===== src/rtl/bus_wdog_pkg.sv =====
package bus_wdog_pkg;
  typedef enum logic [1:0] {
    WD_LONG  = 2'b00,
    WD_MID   = 2'b01,
    WD_SHORT = 2'b10,
    WD_OFF   = 2'b11
  } wd_sel_e;
endpackage


===== src/rtl/wd_cs_qualifier.sv =====
module wd_cs_qualifier #(
  parameter int unsigned SYNC_N   = 2,
  parameter int unsigned MIN_LOW  = 4
) (
  input  logic clk_i,
  input  logic rst_ni,
  input  logic cs_i,
  output logic kick_o
);
  localparam int unsigned LW = $clog2(MIN_LOW + 1);

  logic [SYNC_N-1:0] sync_q;
  logic [LW-1:0]     low_q;
  logic              cs_s;

  always_ff @(posedge clk_i or negedge rst_ni) begin
    if (!rst_ni) sync_q <= '1;
    else         sync_q <= {sync_q[SYNC_N-2:0], cs_i};
  end

  assign cs_s = sync_q[SYNC_N-1];

  // length of the current low run, saturating once qualified
  always_ff @(posedge clk_i or negedge rst_ni) begin
    if (!rst_ni)                   low_q <= '0;
    else if (cs_s)                 low_q <= '0;
    else if (low_q != LW'(MIN_LOW)) low_q <= low_q + 1'b1;
  end

  assign kick_o = !cs_s && (low_q == LW'(MIN_LOW - 1));
endmodule


===== src/rtl/wd_tick_timer.sv =====
module wd_tick_timer #(
  parameter int unsigned DIV   = 8,
  parameter int unsigned CNT_W = 8
) (
  input  logic             clk_i,
  input  logic             rst_ni,
  input  logic             clr_i,
  input  logic [CNT_W-1:0] limit_i,
  output logic             expired_o
);
  localparam int unsigned PRE_W = (DIV > 1) ? $clog2(DIV) : 1;

  logic [PRE_W-1:0] pre_q;
  logic [CNT_W-1:0] cnt_q;
  logic             tick;

  assign tick      = (pre_q == PRE_W'(DIV - 1));
  assign expired_o = (cnt_q == limit_i);

  always_ff @(posedge clk_i or negedge rst_ni) begin
    if (!rst_ni) begin
      pre_q <= '0;
      cnt_q <= '0;
    end else if (clr_i) begin
      pre_q <= '0;
      cnt_q <= '0;
    end else if (!expired_o) begin
      pre_q <= tick ? '0 : pre_q + 1'b1;
      if (tick) cnt_q <= cnt_q + 1'b1;
    end
  end
endmodule


===== src/rtl/bus_wdog.sv =====
module bus_wdog
  import bus_wdog_pkg::*;
#(
  parameter bit          ACTIVE_HIGH  = 1'b0,
  parameter int unsigned TICK_DIV     = 8,
  parameter int unsigned LONG_TICKS   = 28,
  parameter int unsigned MID_TICKS    = 12,
  parameter int unsigned SHORT_TICKS  = 4,
  parameter int unsigned HOLD_TICKS   = 4,
  parameter int unsigned MIN_LOW_CLKS = 4
) (
  input  logic       clk_i,
  input  logic       rst_ni,
  input  logic       cs_i,
  input  logic       supply_ok_i,
  input  logic [1:0] period_sel_i,
  output logic       sys_rst_o
);
  localparam int unsigned MAX_A = (LONG_TICKS > MID_TICKS) ? LONG_TICKS : MID_TICKS;
  localparam int unsigned MAX_B = (SHORT_TICKS > HOLD_TICKS) ? SHORT_TICKS : HOLD_TICKS;
  localparam int unsigned MAX_T = (MAX_A > MAX_B) ? MAX_A : MAX_B;
  localparam int unsigned CNT_W = $clog2(MAX_T + 1);

  wd_sel_e          sel, sel_q;
  logic [CNT_W-1:0] wd_limit;
  logic             kick, sel_chg, wd_off;
  logic             wd_clr, wd_exp, wd_trip;
  logic             hold_clr, hold_exp;
  logic             rst_act_q;

  assign sel = wd_sel_e'(period_sel_i);

  wd_cs_qualifier #(.SYNC_N(2), .MIN_LOW(MIN_LOW_CLKS)) i_cs_qual (
    .clk_i, .rst_ni, .cs_i, .kick_o(kick)
  );

  always_ff @(posedge clk_i or negedge rst_ni) begin
    if (!rst_ni) sel_q <= WD_OFF;
    else         sel_q <= sel;
  end

  assign sel_chg = (sel != sel_q);
  assign wd_off  = (sel == WD_OFF);

  always_comb begin
    case (sel)
      WD_LONG:  wd_limit = CNT_W'(LONG_TICKS);
      WD_MID:   wd_limit = CNT_W'(MID_TICKS);
      WD_SHORT: wd_limit = CNT_W'(SHORT_TICKS);
      default:  wd_limit = '1;
    endcase
  end

  assign wd_clr = kick | sel_chg | wd_off | rst_act_q;

  wd_tick_timer #(.DIV(TICK_DIV), .CNT_W(CNT_W)) i_wd_timer (
    .clk_i, .rst_ni, .clr_i(wd_clr), .limit_i(wd_limit), .expired_o(wd_exp)
  );

  assign wd_trip  = wd_exp & !wd_clr;
  assign hold_clr = !supply_ok_i | wd_trip | !rst_act_q;

  wd_tick_timer #(.DIV(TICK_DIV), .CNT_W(CNT_W)) i_hold_timer (
    .clk_i, .rst_ni, .clr_i(hold_clr), .limit_i(CNT_W'(HOLD_TICKS)), .expired_o(hold_exp)
  );

  always_ff @(posedge clk_i or negedge rst_ni) begin
    if (!rst_ni)                    rst_act_q <= 1'b1;
    else if (!supply_ok_i || wd_trip) rst_act_q <= 1'b1;
    else if (hold_exp)              rst_act_q <= 1'b0;
  end

  generate
    if (ACTIVE_HIGH) begin : g_pol_hi
      assign sys_rst_o = rst_act_q;
    end else begin : g_pol_lo
      assign sys_rst_o = !rst_act_q;
    end
  endgenerate
endmodule


===== config.mk =====
export PLATFORM = sky130hd
export DESIGN_NAME = bus_wdog
export DESIGN_NICKNAME = d
export VERILOG_FILES = /design/src/rtl/bus_wdog_pkg.sv /design/src/rtl/wd_cs_qualifier.sv /design/src/rtl/wd_tick_timer.sv /design/src/rtl/bus_wdog.sv
export SDC_FILE = /design/constraint.sdc
export NUM_CORES = 1
export LEC_CHECK = 0
export BUFFER_PORTS_ARGS = -buffer_cell sky130_fd_sc_hd__buf_2
export CORE_ASPECT_RATIO = 1.75
export CORE_MARGIN = 4
export CORE_UTILIZATION = 42
export CTS_CLUSTER_DIAMETER = 50
export CTS_CLUSTER_SIZE = 24
export DETAILED_ROUTE_END_ITERATION = 8
export PLACE_DENSITY = 0.69
export SETUP_SLACK_MARGIN = 0.02
export SLEW_MARGIN = 20
export SYNTH_ARGS = -nofsm -noshare
export SYNTH_HDL_FRONTEND = slang
export SYNTH_HIERARCHICAL = 1
export SYNTH_SLANG_ARGS = --single-unit

===== constraint.sdc =====
create_clock -name clk_i -period 5.8 [get_ports clk_i]
set_clock_uncertainty 0.2 [all_clocks]
set_input_delay 0.87 -clock clk_i [delete_from_list [all_inputs] [get_ports clk_i]]
set_output_delay 0.87 -clock clk_i [all_outputs]
set_load 0.05 [all_outputs]

## After elaboration in Yosys (flattened, before gate mapping)

Cells that the tools add are included.
W data, S select, Z words.

| storage, ports and cells | value |
|---|---|
| register bits | 24 |
| output and inout port bits | 1 |
| logic and storage cells | 61 |

| cells by class | value |
|---|---|
| add/sub/neg operators | 5 |
| eq/ne operators | 12 |
| multiplexer cells | 17 |
| bitwise gates (word level) | 6 |
| reductions and logical operators | 13 |

Operators by type and width:

| operator | count |
|---|---|
| $mux W5 | 6 |
| $mux W3 | 8 |
| $pmux W5 S3 | 1 |
| $add A5 B1 Y5 const B | 2 |
| $add A3 B1 Y3 const B | 3 |
| $reduce_bool A2 Y1 | 4 |
| $eq A3 B3 Y1 const B | 2 |
| $eq A5 B3 Y1 const B | 1 |
| $eq A5 B5 Y1 | 1 |
| $or A1 B1 Y1 | 5 |
| $eq A2 B2 Y1 const B | 2 |
| $logic_not A1 Y1 | 4 |
| $ne A2 B2 Y1 const B | 2 |
| $reduce_and A2 Y1 | 2 |
| $eq A3 B2 Y1 const B | 1 |
| $ne A3 B3 Y1 const B | 1 |
| $eq A2 B1 Y1 const B | 1 |
| $logic_not A2 Y1 | 1 |
| $mux W1 | 2 |
| $ne A2 B2 Y1 | 1 |
| $and A1 B1 Y1 | 1 |
| $logic_and A1 B1 Y1 | 1 |
| $logic_or A1 B1 Y1 | 1 |

## Logic depth before layout (Yosys ltp)

Gate-level depths: netlist of run 1.

| depth | value |
|---|---|
| depth in word-level cells | 11 |
| gate-level depth with buffers | 11 |
| gate-level depth less buffers | 10 |

## By module

Netlist of run 1, hierarchy kept.

By module, submodules not included:

| module | times used | cells an instance | area an instance (um^2) | sequential area each (um^2) |
|---|---|---|---|---|
| wd_tick_timer | 2 | 61 | 579.3 | 200.2 |
| wd_cs_qualifier | 1 | 20 | 232.7 | 127.6 |
| bus_wdog | 1 | 18 | 186.4 | 78.8 |

## Worst setup path before layout of run 1

OpenSTA, ideal clock, no wires.

| timing path | value |
|---|---|
| kind | input to register |
| start point | input period_sel_i[0] |
| end point | register i_wd_timer.cnt_q[3] |
| arrival time | 2.145 ns |
| required time | 5.496 ns |
| path slack | 3.351 ns |
| stages on the path | 7 |
| cells stage by stage | ha_1 > nor3_1 > nand3_1 > clkbuf_1 > nor4_1 > o21ai_0 > o311ai_1 |

| between the ends | value |
|---|---|
| cells in the longest elaborated chain, start to end | 6 |
| elaborated cells on any way between the ends | 14 |
| those cells by class | eq/ne: 6; mux: 2; bitwise: 3; reduce/logical: 3 |

Ends and longest elaborated chain:

| what | RTL line | RTL |
|---|---|---|
| start, declared | bus_wdog.sv:16 | `input logic [1:0] period_sel_i,` |
| $ne A2 B2 Y1 | bus_wdog.sv:42 | `assign sel_chg = (sel != sel_q);` |
| $or A1 B1 Y1 | bus_wdog.sv:54 | `assign wd_clr = kick \| sel_chg \| wd_off \| rst_act_q;` |
| $or A1 B1 Y1 * (2 in a row) | bus_wdog.sv:54 |  |
| via wd_clr | bus_wdog.sv:27 | `logic wd_clr, wd_exp, wd_trip;` |
| $ne A2 B2 Y1 (no line) or $reduce_bool A2 Y1 (tied branches) | -- |  |
| $reduce_and A2 Y1 (no line) | -- |  |
| end signal, assigned | wd_tick_timer.sv:29 | `if (tick) cnt_q <= cnt_q + 1'b1;` |
| end, declared | wd_tick_timer.sv:14 | `logic [CNT_W-1:0] cnt_q;` |

The timed path passes the listed nets; every way through them passes the cells marked *.
A chain may end at the register's enable or synchronous reset.

## Worst setup path in the final report of run 1

| timing path | value |
|---|---|
| start point | input period_sel_i[0] |
| end point | register i_wd_timer.cnt_q[3] |

| between the ends | value |
|---|---|
| elaborated cells on any way between the ends | 14 |
| those cells by class | eq/ne: 6; mux: 2; bitwise: 3; reduce/logical: 3 |

RTL lines:

| what | RTL line | RTL |
|---|---|---|
| $eq A2 B2 Y1 (tied with other cells) | bus_wdog.sv:46 | `case (sel)` |
| $pmux W5 S3 * | bus_wdog.sv:46 |  |
| via wd_limit[0] | bus_wdog.sv:25 | `logic [CNT_W-1:0] wd_limit;` |
| $eq A5 B5 Y1 * | wd_tick_timer.sv:18 | `assign expired_o = (cnt_q == limit_i);` |
| $ne A2 B2 Y1 (no line) * | -- |  |
| $reduce_and A2 Y1 (no line) * | -- |  |

Marked as above.

==> flow_summary.ini, run 1 <==
[grt]
grtUsageMet2_pct = 26.72
grt_use_total_pct = 15.27
grt_pass1_wl_microns = 5554
grt_max_degree = 25
antenna_found_initial = 0
grt_pass1_vias = 1279
gr-usage-met3_pct = 2.003
busiest_layer = met2
gr-usage-met1_pct = 17.77
grt.overflow.total = 0

[setup_path]
path_delay_family = simple AND/OR/NAND/NOR gates
path_cells = buf_2, ha_1, nor3_1, nand3_1, nor4_1, o21ai_0, o311ai_1
endpoint_kind = flop
cp_slowest_stage_delay_ps = 400
crit_buf_inv = 1
crit_type = in -> reg
cp_data_required_time_ps = 5770
start_kind = input pin
cp.arrival_ps = 2570
slowest_stage = nand3_1
path_max_fanout = 13

[power]
p_int_w = 0.0002512
p_clk_share_pct = 29.4
vdd_ir_drop_max_uv = 118.9
power.leakage_nw = 0.7385
p_sw_w = 0.00009703
power_density_mw_per_mm2 = 204.1
p_seq_share_pct = 53.9
p_sw_share_pct = 27.86
p_comb_share_pct = 16.7

[timing]
setup_tns_ps = 0
worst_slack_ps = 3198
fin_crit_ps = 2602
finalSetupViolations = 0
tightest_slew_ps = 543.4
clock.fmax_mhz = 384.3
drv_slew = 0
rsz0062_at_grt = no
finalCritPeriodShare_pct = 44.87
slew_headroom_pct = 63.78
hold_viol = 0

[yosys]
yosysWarnings = 6
yosys_register_bits = 24
yosysTopAreaCellShare_pct = 30.13
synthCells = 160
async_reset_ff_share_pct = 100.0
synth_area_per_cell_sq_um = 9.861
synth_edf_count = 0
ys_top_cells_by_area = dfrtp_1 30%, ha_1 8.7%, dfstp_2 8.3%, nand3_1 5.7%, xnor2_1 5.6%
yosysSeqAreaShare_pct = 38.46
synth_top_area_cell = dfrtp_1
synth_cell_types = 34
synth_top_flop_cell = dfrtp_1
netlist_area_sq_mm = 0.001578

[routing]
vias = 1197
vias_per_cell = 5.466
wl_per_cell_microns = 14.05
drc_errors = 0
wl_microns = 3078
drtIter0Drc = 49
dr.pass1.iters = 4
final_antenna_net_count = 0

[cells_and_area]
drive_above_1_share_pct = 17.92
final_cell_count_no_fill = 219
final_core_util_pct = 47.03
n_antenna_cell = 0
layout_commonest_cell = dfrtp_1
syn_to_final_growth_pct = 8.168
fin_nets = 191
fillerInstances = 361
final_cell_mix = 19 x dfrtp_1, 18 x nand3_1, 16 x inv_1

[floorplan]
io_pins = 7
num_rows = 29
core_area_sq_mm = 0.003628
dieWidth_microns = 54.33
die_area_sq_mm = 0.004840
initial_core_util_pct = 43.48
die_y_microns = 89.08

[clocking]
cts_tree = built
cts.sinks = 24
ctsHoldBuffers = 0
clk_pin_slew_worst_paths_ps = 90
cts_resized = 0
cts_inserted_buffers = 3
cts_max_level = 1
cts_root_buf = clkbuf_8
clock_latency_ps = 260
clk_path_buf_depth = 2
post-cts-setup-buffers = 0

[placed_design]
dp.cells = 215
dpl_worst_slack_ps = 2895
portBuffers = 6
gp_congestion = 0.8991
place_hpwl_microns = 2413

[min_path]
holdCritPathClass = reg -> reg

[job]
cap_viol_max_count = 0

[status]
status = finished clean
[cells in the mapped netlist, drive strengths merged, types with 3 or more instances]
cell type,count
a21oi,13
and4,4
dfrtp,19
dfstp,5
ha,11
inv,16
mux2,4
nand2,4
nand3,18
nand4,4
nor2,6
nor2b,5
o211ai,3
o21ai,12
o311ai,4
xnor2,12
[power groups by stage]
stage                     clock [W]  combinational (W)  sequential [W]
final                      0.000102          0.0000583        0.000188
after global routing       0.000113          0.0000674        0.000189
after CTS                  0.000105          0.0000591        0.000188
after detailed placement          0          0.0000591        0.000191
after global placement            0          0.0000528        0.000190
after floorplan                   0          0.0000429        0.000188
[layer usage]
metal  wire [microns]  part of all wire (%)
met5                0                     0
met4               61                   2.0
met3               67                   2.2
met2             1699                    55
met1             1250                    41
[per-stage QoR]
stage	power (W)	hold slack [ps]	area, sq um
after floorplan	0.0002314	145.2	1604
after global placement	0.0002423	146.1	1662
after detailed placement	0.0002500	147.3	1662
after CTS	0.0003520	159.8	1707
after global routing	0.0003691	173.2	1707
final	0.0003482	159.3	1707
[logic make-up after synthesis]
family	synth area share [%]
AO/OA/AOI/OAI	17.05
XOR/XNOR	8.723
adder cells (fa/ha/maj)	8.723
buffers and inverters	5.710
flip-flops	38.46
multiplexers	3.807
other	0.4760
AND/OR/NAND/NOR	17.05
[state kept, by name, indices dropped and copies added, names as in the netlist]
signal / count
i_hold_timer/pre_q: 3
rst_act_q: 1
i_cs_qual/low_q: 3
i_wd_timer/pre_q: 3
i_hold_timer/cnt_q: 5
i_cs_qual/sync_q: 2
sel_q: 2
i_wd_timer/cnt_q: 5
[cell type report]
| type | count | area (sq um) | share of cell area, % |
|---|---|---|---|
| Multi-Input combinational cell | 123 | 907.1 | 53.15 |
| Sequential cell | 24 | 606.8 | 35.56 |
| Inverter | 16 | 60.06 | 3.519 |
| Tap cell | 46 | 57.56 | 3.372 |
| Clock buffer | 4 | 45.04 | 2.639 |
| Timing Repair Buffer | 6 | 30.03 | 1.760 |
[path summary, 6_finish.rpt]
| kind | endpoint | startpoint | slack (ps) | cells past startpoint |
|---|---|---|---|---|
| max | i_wd_timer/cnt_q[3]$_DFFE_PN0P_ | period_sel_i[0] | 3200 | 7 |
| min | i_cs_qual/sync_q[1]$_DFF_PN1_ | i_cs_qual/sync_q[0]$_DFF_PN1_ | 160 | 0 |
| max reg2reg | i_wd_timer/cnt_q[3]$_DFFE_PN0P_ | i_cs_qual/low_q[0]$_DFFE_PN0P_ | 3330 | 8 |
| min reg2reg | i_cs_qual/sync_q[1]$_DFF_PN1_ | i_cs_qual/sync_q[0]$_DFF_PN1_ | 160 | 0 |
| max in group asynchronous | sel_q[1]$_DFF_PN1_ | rst_ni | 4650 | 1 |
| min in group asynchronous | i_wd_timer/cnt_q[0]$_DFFE_PN0P_ | rst_ni | 380 | 1 |
No activity file was read; power rests on OpenSTA's default activity.
==> run 2, diff against run 1 <==
--- a/config.mk
+++ b/config.mk
@@ -12,7 +12,7 @@
 export CTS_CLUSTER_DIAMETER = 50
 export CTS_CLUSTER_SIZE = 24
 export DETAILED_ROUTE_END_ITERATION = 8
-export PLACE_DENSITY = 0.69
+export PLACE_DENSITY = 0.71
 export SETUP_SLACK_MARGIN = 0.02
 export SLEW_MARGIN = 20
 export SYNTH_ARGS = -nofsm -noshare
==> constraint.sdc (replaced) <==
create_clock -name clk_i -period 2.39 [get_ports clk_i]
set_clock_uncertainty 0.2 [all_clocks]
set_input_delay 0.3585 -clock clk_i [delete_from_list [all_inputs] [get_ports clk_i]]
set_output_delay 0.3585 -clock clk_i [all_outputs]
set_load 0.05 [all_outputs]
==> flow_summary.ini, run 2 (same netlist as run 1, synthesis figures left out) <==
[min_path]
holdCritPathClass = in -> reg

[clocking]
cts_tree = built
post-cts-setup-buffers = 0
ctsHoldBuffers = 2
clk_path_buf_depth = 2
cts_inserted_buffers = 3
clock_latency_ps = 270
cts_root_buf = clkbuf_8
cts.sinks = 24
cts_resized = 0
clk_pin_slew_worst_paths_ps = 90
cts_max_level = 1

[power]
power.leakage_nw = 0.7621
vdd_ir_drop_max_uv = 333.5
p_int_w = 0.0006391
fin_total_pwr_w = 0.0008775
power_density_mw_per_mm2 = 501.0
p_comb_share_pct = 16.0
p_clk_share_pct = 31.9
p_sw_w = 0.0002384
p_sw_share_pct = 27.17
p_seq_share_pct = 52.1

[setup_path]
path_delay_family = simple AND/OR/NAND/NOR gates
path_max_fanout = 7
path_cells = ha_1, ha_1, nor2b_1, nor3_1, nand3_1, nor4_1, o21ai_0, o311ai_1
crit_type = reg -> reg
critPathMostFrequentCell = ha_1
crit_buf_inv = 0
cp_slowest_stage_delay_ps = 410
slowest_stage = dfrtp_1
crit_cells = 8
reg2reg_to = i_wd_timer/cnt_q[3]$_DFFE_PN0P_
cp_data_required_time_ps = 2360
rrSetupSlack_ps = 220
endpoint_kind = flop
cp.arrival_ps = 2140
worstReg2RegStart = i_cs_qual/low_q[0]$_DFFE_PN0P_
start_kind = flop
endpoint = i_wd_timer/cnt_q[3]$_DFFE_PN0P_
crit_start = i_cs_qual/low_q[0]$_DFFE_PN0P_
ff2ff_path_depth = 8

[cells_and_area]
syn_to_final_growth_pct = 11.02
top_regs = i_hold_timer/cnt_q: 5 flops, i_wd_timer/cnt_q: 5 flops
fillerInstances = 355
drive_above_1_share_pct = 19.21
fin_nets = 195
final_cell_mix = 19 x dfrtp_1, 18 x nand3_1, 16 x inv_1
multi_input_area_sq_um = 907.1
seq_area_sq_um = 606.8
layout_commonest_cell = dfrtp_1
n_antenna_cell = 0

[timing]
fin_crit_ps = 2166
finalCritPeriodShare_pct = 90.63
tightest_slew_ps = 538.9
clock.fmax_mhz = 461.6
rsz0062_at_grt = no
finalSetupViolations = 0
slew_headroom_pct = 64.07
drv_slew = 0
hold_viol = 0
setup_tns_ps = 0

[routing]
vias_per_cell = 5.318
final_antenna_net_count = 0
wl_microns = 3111
drc_errors = 0
drtIter0Drc = 22
dr.pass1.iters = 4
vias = 1186
wl_per_cell_microns = 13.95

[placed_design]
gp_congestion = 0.7466
place_hpwl_microns = 2345
portBuffers = 6

[grt]
grt.overflow.total = 0
antenna_found_initial = 0
grt_pass1_wl_microns = 5561
grt_pass1_vias = 1226
grt_use_total_pct = 15.54
grt_max_degree = 25

[floorplan]
initial_core_util_pct = 43.48
dieWidth_microns = 54.33
io_pins = 7
die_area_sq_mm = 0.004840
core_area_sq_mm = 0.003628
num_rows = 29
die_y_microns = 89.08

[status]
status = finished clean

[job]
cap_viol_max_count = 0
-- run 2: per-layer routing --
metal | share of wire, % | vias up | routed length, microns | track usage (%)
li1 | - | 595 | - | -
met2 | 51 | 20 | 1599 | 27.37
met3 | 3.0 | 7 | 94 | 2.671
met1 | 44 | 564 | 1369 | 18.61
met4 | 1.5 | 0 | 48 | 4.762
met5 | 0 | - | 0 | 0
-- run 2: worst min path at each step --
| stage | startpoint | slack, ps | depth (start not counted) | endpoint |
|---|---|---|---|---|
| after floorplan | rst_ni | -140 | 0 | i_cs_qual/low_q[0]$_DFFE_PN0P_ |
| after global placement | i_cs_qual/sync_q[0]$_DFF_PN1_ | 150 | 0 | i_cs_qual/sync_q[1]$_DFF_PN1_ |
| after detailed placement | i_cs_qual/sync_q[0]$_DFF_PN1_ | 150 | 0 | i_cs_qual/sync_q[1]$_DFF_PN1_ |
| after CTS | period_sel_i[0] | 20 | 1 | sel_q[0]$_DFF_PN1_ |
| after global routing | period_sel_i[0] | 9 | 1 | sel_q[0]$_DFF_PN1_ |
| final | period_sel_i[0] | 20 | 1 | sel_q[0]$_DFF_PN1_ |
-- run 2: area by class of cell --
| cell class | instances | share of cell area [%] |
|---|---|---|
| multi-input combinational | 123 | 51.79 |
| tap | 46 | 3.286 |
| inverter | 16 | 3.429 |
| timing repair buffer | 10 | 3.714 |
| sequential | 24 | 34.64 |
| clock buffer | 4 | 3.143 |
-- run 2: through the flow --
stage          hold WS (ps)  std cells  setup slack [ps]  utilization (%)  instance area, sq um
2_1_floorplan        -137.1        167             240.9                -                  1604
3_3_place_gp          146.4        217             86.62            46.21                  1677
3_5_place_dp          147.3        217             58.05            46.21                  1677
4_1_cts               21.05        223             219.5            48.28                  1752
5_1_grt               8.569        223             27.13            48.28                  1752
6_report              20.28        223             223.8            48.28                  1752
-- run 2: power by group through the flow --
stage | Combinational (W) | Clock [W] | Sequential, W
after floorplan | 0.000104 | 0 | 0.000457
after global placement | 0.000135 | 0 | 0.000462
after detailed placement | 0.000139 | 0 | 0.000465
after CTS | 0.000142 | 0.000285 | 0.000457
after global routing | 0.000162 | 0.000307 | 0.000461
final | 0.000140 | 0.000280 | 0.000457
